[config.mk]
export PLATFORM = sky130hd
export DESIGN_NAME = isr_poll_top
export DESIGN_NICKNAME = d
export VERILOG_FILES = /design/src/rtl/isr_pkg.sv /design/src/rtl/isr_bit_cell.sv /design/src/rtl/isr_ctx.sv /design/src/rtl/isr_mask_reg.sv /design/src/rtl/isr_poll_top.sv
export SDC_FILE = /design/constraint.sdc
export NUM_CORES = 1
export LEC_CHECK = 0
export ABC_CLOCK_PERIOD_IN_PS = 3250
export BUFFER_PORTS_ARGS = -buffer_cell sky130_fd_sc_hd__buf_4
export CORE_MARGIN = 10
export CORE_UTILIZATION = 50
export CTS_CLUSTER_DIAMETER = 100
export CTS_CLUSTER_SIZE = 14
export DETAILED_ROUTE_END_ITERATION = 7
export GPL_TIMING_DRIVEN = 0
export PLACE_DENSITY = 0.83
export SYNTH_ARGS = -nofsm -noshare
export SYNTH_HDL_FRONTEND = slang
export SYNTH_HIERARCHICAL = 1
export SYNTH_SLANG_ARGS = --single-unit
[constraint.sdc]
create_clock -name clk_i -period 3.25 [get_ports clk_i]
set_clock_uncertainty 0.2 [all_clocks]
set_input_delay 0.4875 -clock clk_i [delete_from_list [all_inputs] [get_ports clk_i]]
set_output_delay 0.4875 -clock clk_i [all_outputs]
set_load 0.005 [all_outputs]
[src/rtl/isr_pkg.sv]
package isr_pkg;
  localparam int DEF_REG_W = 16;
  // return-class positions: ext0, ext1, timer
  localparam logic [DEF_REG_W-1:0] DEF_RET_MASK = 16'h0103;
  // access-class positions: serial rx/tx, parallel rx/tx, debug
  localparam logic [DEF_REG_W-1:0] DEF_ACC_MASK = 16'h007C;
  typedef enum logic {SEL_STATUS = 1'b0, SEL_MASK = 1'b1} reg_sel_e;
endpackage

[src/rtl/isr_bit_cell.sv]
module isr_bit_cell #(
  parameter bit IS_RET = 1'b0
) (
  input  logic clk_i,
  input  logic rst_ni,
  input  logic set_i,
  input  logic acc_clr_i,
  input  logic w1c_i,
  input  logic ret_go_i,
  input  logic cap_i,
  input  logic ctx_i,
  output logic live_o,
  output logic view_o
);
  logic live_q, snap_q, clr;

  always_comb clr = acc_clr_i | w1c_i | (ret_go_i & snap_q);

  always_ff @(posedge clk_i) begin
    if (!rst_ni) begin
      live_q <= 1'b0;
      snap_q <= 1'b0;
    end else begin
      live_q <= set_i | (live_q & ~clr);
      if (cap_i)         snap_q <= live_q & IS_RET;
      else if (ret_go_i) snap_q <= 1'b0;
    end
  end

  assign live_o = live_q;
  assign view_o = (ctx_i & IS_RET) ? snap_q : live_q;


  set_wins_chk: assert property (@(posedge clk_i) disable iff (!rst_ni)
    set_i |=> live_o);

  w1c_clears_chk: assert property (@(posedge clk_i) disable iff (!rst_ni)
    (w1c_i && !set_i) |=> !live_o);

  snap_hold_chk: assert property (@(posedge clk_i) disable iff (!rst_ni)
    (ctx_i && !cap_i && !ret_go_i) |=> $stable(snap_q));
endmodule

[src/rtl/isr_ctx.sv]
module isr_ctx (
  input  logic clk_i,
  input  logic rst_ni,
  input  logic ack_i,
  input  logic iret_i,
  output logic cap_o,
  output logic ret_go_o,
  output logic ctx_o
);
  logic ack_q, ctx_q;

  assign cap_o    = ack_i & ~ack_q;
  assign ret_go_o = iret_i & ctx_q;
  assign ctx_o    = ctx_q;

  always_ff @(posedge clk_i) begin
    if (!rst_ni) begin
      ack_q <= 1'b0;
      ctx_q <= 1'b0;
    end else begin
      ack_q <= ack_i;
      if (cap_o)       ctx_q <= 1'b1;
      else if (iret_i) ctx_q <= 1'b0;
    end
  end


  enter_ctx_chk: assert property (@(posedge clk_i) disable iff (!rst_ni)
    cap_o |=> ctx_o);

  leave_ctx_chk: assert property (@(posedge clk_i) disable iff (!rst_ni)
    (ctx_o && iret_i && !cap_o) |=> !ctx_o);
endmodule

[src/rtl/isr_mask_reg.sv]
module isr_mask_reg #(
  parameter int              REG_W = isr_pkg::DEF_REG_W,
  parameter logic [REG_W-1:0] IMPL = '1
) (
  input  logic             clk_i,
  input  logic             rst_ni,
  input  logic             wr_i,
  input  logic [REG_W-1:0] wdata_i,
  output logic [REG_W-1:0] mask_o
);
  logic [REG_W-1:0] mask_q;

  always_ff @(posedge clk_i) begin
    if (!rst_ni)   mask_q <= '0;
    else if (wr_i) mask_q <= wdata_i & IMPL;
  end

  assign mask_o = mask_q;


  mask_load_chk: assert property (@(posedge clk_i) disable iff (!rst_ni)
    wr_i |=> (mask_o == $past(wdata_i & IMPL)));
endmodule

[src/rtl/isr_poll_top.sv]
module isr_poll_top #(
  parameter int               REG_W    = isr_pkg::DEF_REG_W,
  parameter logic [REG_W-1:0] RET_MASK = isr_pkg::DEF_RET_MASK,
  parameter logic [REG_W-1:0] ACC_MASK = isr_pkg::DEF_ACC_MASK
) (
  input  logic             clk_i,
  input  logic             rst_ni,
  input  logic             addr_i,
  input  logic             wr_i,
  input  logic [REG_W-1:0] wdata_i,
  output logic [REG_W-1:0] rdata_o,
  input  logic [REG_W-1:0] set_i,
  input  logic [REG_W-1:0] acc_clr_i,
  input  logic             ack_i,
  input  logic             iret_i,
  output logic             pending_o
);
  import isr_pkg::*;

  localparam logic [REG_W-1:0] IMPL_MASK = RET_MASK | ACC_MASK;

  logic             wr_stat, wr_mask;
  logic             cap, ret_go, ctx;
  logic [REG_W-1:0] set_eff, acc_eff, w1c_eff;
  logic [REG_W-1:0] live, view, mask;

  assign wr_stat = wr_i & (reg_sel_e'(addr_i) == SEL_STATUS);
  assign wr_mask = wr_i & (reg_sel_e'(addr_i) == SEL_MASK);
  assign set_eff = set_i & IMPL_MASK;
  assign acc_eff = acc_clr_i & ACC_MASK;
  assign w1c_eff = wr_stat ? (wdata_i & RET_MASK) : '0;

  isr_ctx u_ctx (
    .clk_i   (clk_i),
    .rst_ni  (rst_ni),
    .ack_i   (ack_i),
    .iret_i  (iret_i),
    .cap_o   (cap),
    .ret_go_o(ret_go),
    .ctx_o   (ctx)
  );

  for (genvar i = 0; i < REG_W; i++) begin : g_cell
    isr_bit_cell #(.IS_RET(RET_MASK[i])) u_cell (
      .clk_i    (clk_i),
      .rst_ni   (rst_ni),
      .set_i    (set_eff[i]),
      .acc_clr_i(acc_eff[i]),
      .w1c_i    (w1c_eff[i]),
      .ret_go_i (ret_go),
      .cap_i    (cap),
      .ctx_i    (ctx),
      .live_o   (live[i]),
      .view_o   (view[i])
    );
  end

  isr_mask_reg #(.REG_W(REG_W), .IMPL(IMPL_MASK)) u_mask (
    .clk_i  (clk_i),
    .rst_ni (rst_ni),
    .wr_i   (wr_mask),
    .wdata_i(wdata_i),
    .mask_o (mask)
  );

  assign rdata_o   = (reg_sel_e'(addr_i) == SEL_MASK) ? mask : view;
  assign pending_o = ~ctx & (|(live & mask));


  ack_quiet_chk: assert property (@(posedge clk_i) disable iff (!rst_ni)
    $rose(ack_i) |=> !pending_o);

  acc_immune_chk: assert property (@(posedge clk_i) disable iff (!rst_ni)
    (wr_stat && (((set_i | acc_clr_i) & ACC_MASK) == '0))
      |=> ((live & ACC_MASK) == $past(live & ACC_MASK)));
endmodule

==> impl_results.md, run 1 <==
* Most used routing layer: met2
* CP Data Arrival Time at between 1500 and 2000 ps
* Vias in the first global route at approximately 1400
* Syn Inst Count at ~170
* Clock buffer depth at 2
* Post-detailed-route wirelength per cell at 12.1 µm
* Period utilisation layout at 68.0%
* Grt total ovfl at 0
* Starting density of the core at 53.6%
* N_diodes at 0
* Post-route DRC at 0
* Grt met3 use at 3.46%
* Worst-path clk slew at approximately 90 ps
* Final ANT Viol Nets at 0
* TNS Setup at 0 ps
* Area grow syn2layout at 33.5%
* Met2 usage at 21.5%
* First-pass GRT wire length at about 6000 µm
* Die W at approximately 80 µm
* Layout cell share with drive strength beyond 1 at 41.6%
* Initial antenna violation count at 0
* Hold Slack at 139 ps
* Clock Tree Root: clkbuf_4
* Met1 Use GR at 12.4%
* Max Cap Viol at 0
* Row count at 20
* Worst EP required at 2560 ps
* Cts bufs inserted at 5
* Placer Congestion at between 0.6 and 0.7
* Final WL at about 3600 µm
* Largest fanout on the critical path at 6
* Post-DR vias/cell at 4.53
* Achievable Freq at 453 MHz
* Final Util at 71.6%
* Nets at 308
* # Post-CTS Setup Buffers at 0
* Port bufs at 42
* Post-synthesis sequential area ratio at ~35%
* Synth unique cells at 24
* Pre-CTS setup slack at 1280 ps
* Mapped Avg Cell Area at between 10 and 15 µm²
* Largest net degree at the start of global routing at 43
* Routed vias at about 1400
* Clock Sinks at 29
* CTS tree: yes
* H-tree depth at 2
* Die height at 77.9 µm
* Pwr dens at 346 nW/µm²
* Initial DRT Pass Iterations at 2
* Post-synthesis sequential element count at 29
* Yosys Warn Count at 6
* Crit end category: primary output
* CP Class: flip-flop to primary output
* GRT Total Usage at 11.9%
* Clk_lat worst skew at approximately 310 ps
* Detailed Place HPWL at about 2800 µm
* Setup violations, final at 0
* Synthesized area at 1680 µm²
* Hold Crit Class: input pin to flip-flop
* Hold buffer count at cts at 0
* RSZ-0062 raised after global routing: no
* Run status: finished clean
* Final Hold Fails at 0
* I/O pins at 71
* Initial DRC count at 67
* Die area at roughly 6000 µm²
* Leakage at 1.06 nW
* Slew Viols, Final at 0
* Worst IR drop on VDD at between 0.15 and 0.2 mV
* Crit start category: flip-flop
* CTS resizes at 0
* Core area at ~3100 µm²
* Final WS setup at approximately 1000 ps
* Period minus WS final at 2210 ps
-- critical path: stages, from the launching register on --
cell	delay, ps
dfxtp_1	430
mux2_2	350
mux2_2	280
buf_4	140
-- cells in the final DEF, fill, tap and decap left out, types with 5 or more instances in the layout --
master	count
buf_4	63
conb_1	40
nand2_1	29
dfxtp_1	29
mux2_2	19
o31ai_2	13
nor2b_1	10
mux2i_1	8
and2_1	5
clkbuf_4	5
-- synthesized netlist by cell type --
master    instances  share of area (%)
a22o_1            3                1.6
nand3b_1          3                1.3
dfxtp_1          29                 35
and3_1            1               0.37
nor3b_1           3                1.3
buf_6             3                2.0
buf_4            21                9.4
conb_1            2               0.45
mux2i_1           8                4.8
mux2_2           19                 13
or3b_1            3                1.6
o211a_1           3                1.8
a31oi_1           1               0.37
o21a_1            1               0.45
a221oi_1          2                1.0
nor2b_4           1               0.82
and2_1            5                1.9
a22oi_1           2               0.89
nor2b_1          10                3.7
a221oi_2          1               0.89
o31ai_2          13                9.7
nand2_1          29                6.5
a21boi_1          3                1.3
and2_2            1               0.45
-- report_power, final --
part | total (mW) | internal, mW | switching (mW)
Sequential | 0.394 | 0.376 | 0.0172
Clock | 0.203 | 0.0861 | 0.116
Combinational | 0.178 | 0.109 | 0.0692
Total | 0.774 | 0.571 | 0.203
-- final timing paths --
| check | to | startpoint | slack, ps | cells past startpoint |
|---|---|---|---|---|
| worst min register to register | g_cell[4].u_cell/live_o | g_cell[4].u_cell/live_o | 290 | 2 |
| worst min-delay path | g_cell[4].u_cell/live_o | acc_clr_i[4] | 140 | 2 |
| worst max-delay path | rdata_o[1] | u_ctx/ctx_o | 1040 | 3 |
| worst max register to register | g_cell[8].u_cell/snap_q | u_ctx/ctx_o | 1880 | 3 |
-- state kept, by name, indices dropped and copies added, names as in the netlist --
name	flops
g_cell.u_cell/snap_q	3
g_cell.u_cell/live_o	16
u_mask/mask_o	8
u_ctx/ctx_o	1
u_ctx/ack_q	1
-- cell families after synthesis --
family	after synthesis	share of synthesized area, %
compound gates	29	18.0
buf+inv	24	11.4
flops	29	34.6
mux	27	17.5
other cells	2	0.448
simple gates	56	18.0
-- stage by stage --
| step | instance area [µm²] | std cells | total power, mW |
|---|---|---|---|
| after floorplan | 1820 | 205 | 0.505 |
| after global placement | 2190 | 291 | 0.577 |
| after detailed placement | 2190 | 291 | 0.580 |
| after CTS | 2240 | 299 | 0.780 |
| after global routing | 2240 | 299 | 0.818 |
| final | 2240 | 299 | 0.774 |
-- layer usage --
layer	part of all wire (%)	vias to the layer above	routed length, µm
met1	44	603	1580
li1	-	713	-
met5	0	-	0
met4	1.9	0	68
met2	50	31	1800
met3	4.7	7	169
-- layout make-up --
class / instances / area [µm²]
Sequential cell: 29 / 581
Multi-Input combinational cell: 152 / 1050
Clock buffer: 8 / 48.8
Fill cell: 255 / 888
Buffer: 24 / 191
Timing Repair Buffer: 42 / 315
Tap cell: 44 / 55.1
No activity file was read; power rests on OpenSTA's default activity.
==> run 2: changes to the inputs <==
--- a/config.mk
+++ b/config.mk
@@ -5,7 +5,8 @@
 export SDC_FILE = /design/constraint.sdc
 export NUM_CORES = 1
 export LEC_CHECK = 0
-export ABC_CLOCK_PERIOD_IN_PS = 3250
+export ABC_AREA = 1
+export ABC_CLOCK_PERIOD_IN_PS = 2100
 export BUFFER_PORTS_ARGS = -buffer_cell sky130_fd_sc_hd__buf_4
 export CORE_MARGIN = 10
 export CORE_UTILIZATION = 50
@@ -13,7 +14,7 @@
 export CTS_CLUSTER_SIZE = 14
 export DETAILED_ROUTE_END_ITERATION = 7
 export GPL_TIMING_DRIVEN = 0
-export PLACE_DENSITY = 0.83
+export PLACE_DENSITY = 0.81
 export SYNTH_ARGS = -nofsm -noshare
 export SYNTH_HDL_FRONTEND = slang
 export SYNTH_HIERARCHICAL = 1
==> constraint.sdc (replaced) <==
create_clock -name clk_i -period 2.1 [get_ports clk_i]
set_clock_uncertainty 0.2 [all_clocks]
set_input_delay 0.315 -clock clk_i [delete_from_list [all_inputs] [get_ports clk_i]]
set_output_delay 0.315 -clock clk_i [all_outputs]
set_load 0.005 [all_outputs]
==> impl_results.md, run 2 <==
* Period minus WS final at 1890 ps
* I/O pins at between 70 and 80
* Grt total ovfl at 0
* Layout cell share with drive strength beyond 1 at 27.1%
* Vias in the first global route at around 1700
* Worst IR drop on VDD at 0.414 mV
* Post-synth EDFFs at 0
* Post-synth top cells: 105 x nand2_1, 56 x inv_1, 44 x nor2_1
* Max Cap Viol at 0
* Die W at slightly above 80 µm
* Cts bufs inserted at 5
* Final Hold Fails at 0
* Syn Inst Count at 300
* Synth unique cells at 16
* Largest fanout on the critical path at 6
* Row count at 22
* Post-DR vias/cell at 4.00
* TNS Setup at 0 ps
* RSZ-0062 raised after global routing: no
* Multi-input logic area at approximately 990 µm²
* Final WL at 4030 µm
* Crit start category: flip-flop
* Nets at between 400 and 500
* Post-synthesis sequential element count at 29
* CTS tree: yes
* Pwr dens at 571 nW/µm²
* Die height at 81.5 µm
* Post-detailed-route wirelength per cell at 9.25 µm
* Yosys top cell by area: dfxtp_1
* Initial DRC count at 59
* Crit end category: primary output
* Reg2Reg Setup Slack at 800 ps
* Max FFs per register at 16
* CP Data Arrival Time at 1370 ps
* Post-synthesis sequential area ratio at 30.7%
* Async SR Flop Fraction at 0%
* Most common cell after layout, fill and taps aside: nand2_1
* Area grow syn2layout at 32.8%
* Starting density of the core at 51.6%
* Synthesized area at 1890 µm²
* CTS resizes at 0
* Final ANT Viol Nets at 0
* Reg area at 581 µm²
* Worst-path clk slew at around 60 ps
* Area contributors post-synth: dfxtp_1 31%, nand2_1 21%, inv_1 11%
* Clk_lat worst skew at 290 ps
* Mapped Avg Cell Area at 6.30 µm²
* # Post-CTS Setup Buffers at 0
* Largest net degree at the start of global routing at 23
* Ys flop type: dfxtp_1
* Most common cell in the netlist: nand2_1
* Worst EP required at 1580 ps
* Setup violations, final at 0
* Run status: finished clean
* Initial DRT Pass Iterations at 4
* Clock Sinks at 29
* N_diodes at 0
* Initial antenna violation count at 0
* Leakage at between 1 and 1.5 nW
* Hold Crit Class: input pin to flip-flop
* Post-route DRC at 0
* Fillcell total at 339
* Achievable Freq at 529 MHz
* First-pass GRT wire length at 6750 µm
* Most frequent cells in the layout: 105 x nand2_1, 63 x buf_4, 56 x inv_1
* Period utilisation layout at between 80% and 90%
* GRT Total Usage at ~13%
* Port bufs at 42
* CP Class: flip-flop to primary output
* Yosys top cell area share at 30.7%
* Placer Congestion at 0.818
* Slew Viols, Final at 0
* Clock buffer depth at 2
* Core area at between 3000 and 4000 µm²
* Detailed Place HPWL at 3150 µm
* Final Util at 68.6%
* Routed vias at around 1700
* H-tree depth at 2
* Die area at 6640 µm²
* Yosys Warn Count at 6
* Hold buffer count at cts at 0
* Clock Tree Root: clkbuf_8
run 2: changes by cell type after synthesis, sizes merged, moves of 13 or more:
| cell | delta |
|---|---|
| mux2 | -16 |
| nor2 | +44 |
| nand2 | +83 |
| inv | +57 |
| o31ai | -13 |
| a21oi | +20 |
run 2: final timing paths:
| check | from | endpoint | cells after the start |
|---|---|---|---|
| max | u_ctx/ctx_o | rdata_o[0] | 4 |
| min | ack_i | u_ctx/ack_q | 3 |
| max reg2reg | u_ctx/ctx_o | g_cell[8].u_cell/snap_q | 5 |
| min reg2reg | g_cell[9].u_cell/live_o | g_cell[9].u_cell/live_o | 2 |
run 2: through the flow:
stage	cell area, µm²	hold slack, ps	total power, mW	setup slack, ps	std cells
final	2510	19.2	1.43	211	436
after floorplan	2030	208	0.821	737	338
after global placement	2410	273	0.930	529	428
after CTS	2510	9.28	1.45	198	436
after global routing	2510	24.3	1.52	146	436
after detailed placement	2410	277	0.938	519	428
run 2: where the power goes:
| part | internal [mW] | switching [mW] | leakage, nW |
|---|---|---|---|
| logic | 0.167 | 0.144 | 1.15 |
| registers | 0.587 | 0.0292 | 0.241 |
| clock network | 0.295 | 0.210 | 0.0542 |
run 2: area by class of cell:
type	instances	area share, %
multi-input combinational	225	39.5
clock buffer	7	3.84
tap	48	2.39
buffer	27	9.52
sequential	29	23.1
clock inverter	1	0.199
inverter	57	8.82
timing repair buffer	42	12.6
run 2: routing by layer:
metal,vias to the layer above,track usage (%),wire [µm]
met3,7,5.35,281
li1,983,-,-
met5,-,0,0
met4,0,5.36,59
met2,35,22.4,1940
met1,720,13.4,1750
run 2: logic make-up (layout without fill, tap and decap cells):
logic type	after synthesis	count (layout)	share of synthesized area, %
muxes	3	3	2.38
and+or+nand+nor	159	159	32.7
other	2	40	0.397
AOI/OAI and AO/OA	23	23	9.46
buffers and inverters	84	134	24.4
DFF	29	29	30.7
run 2: worst max-delay path: stages, from the launching register on:
cell and delay (ps):
dfxtp_1 510, mux2_4 330, nand2_1 60, nand2_1 60, buf_4 130
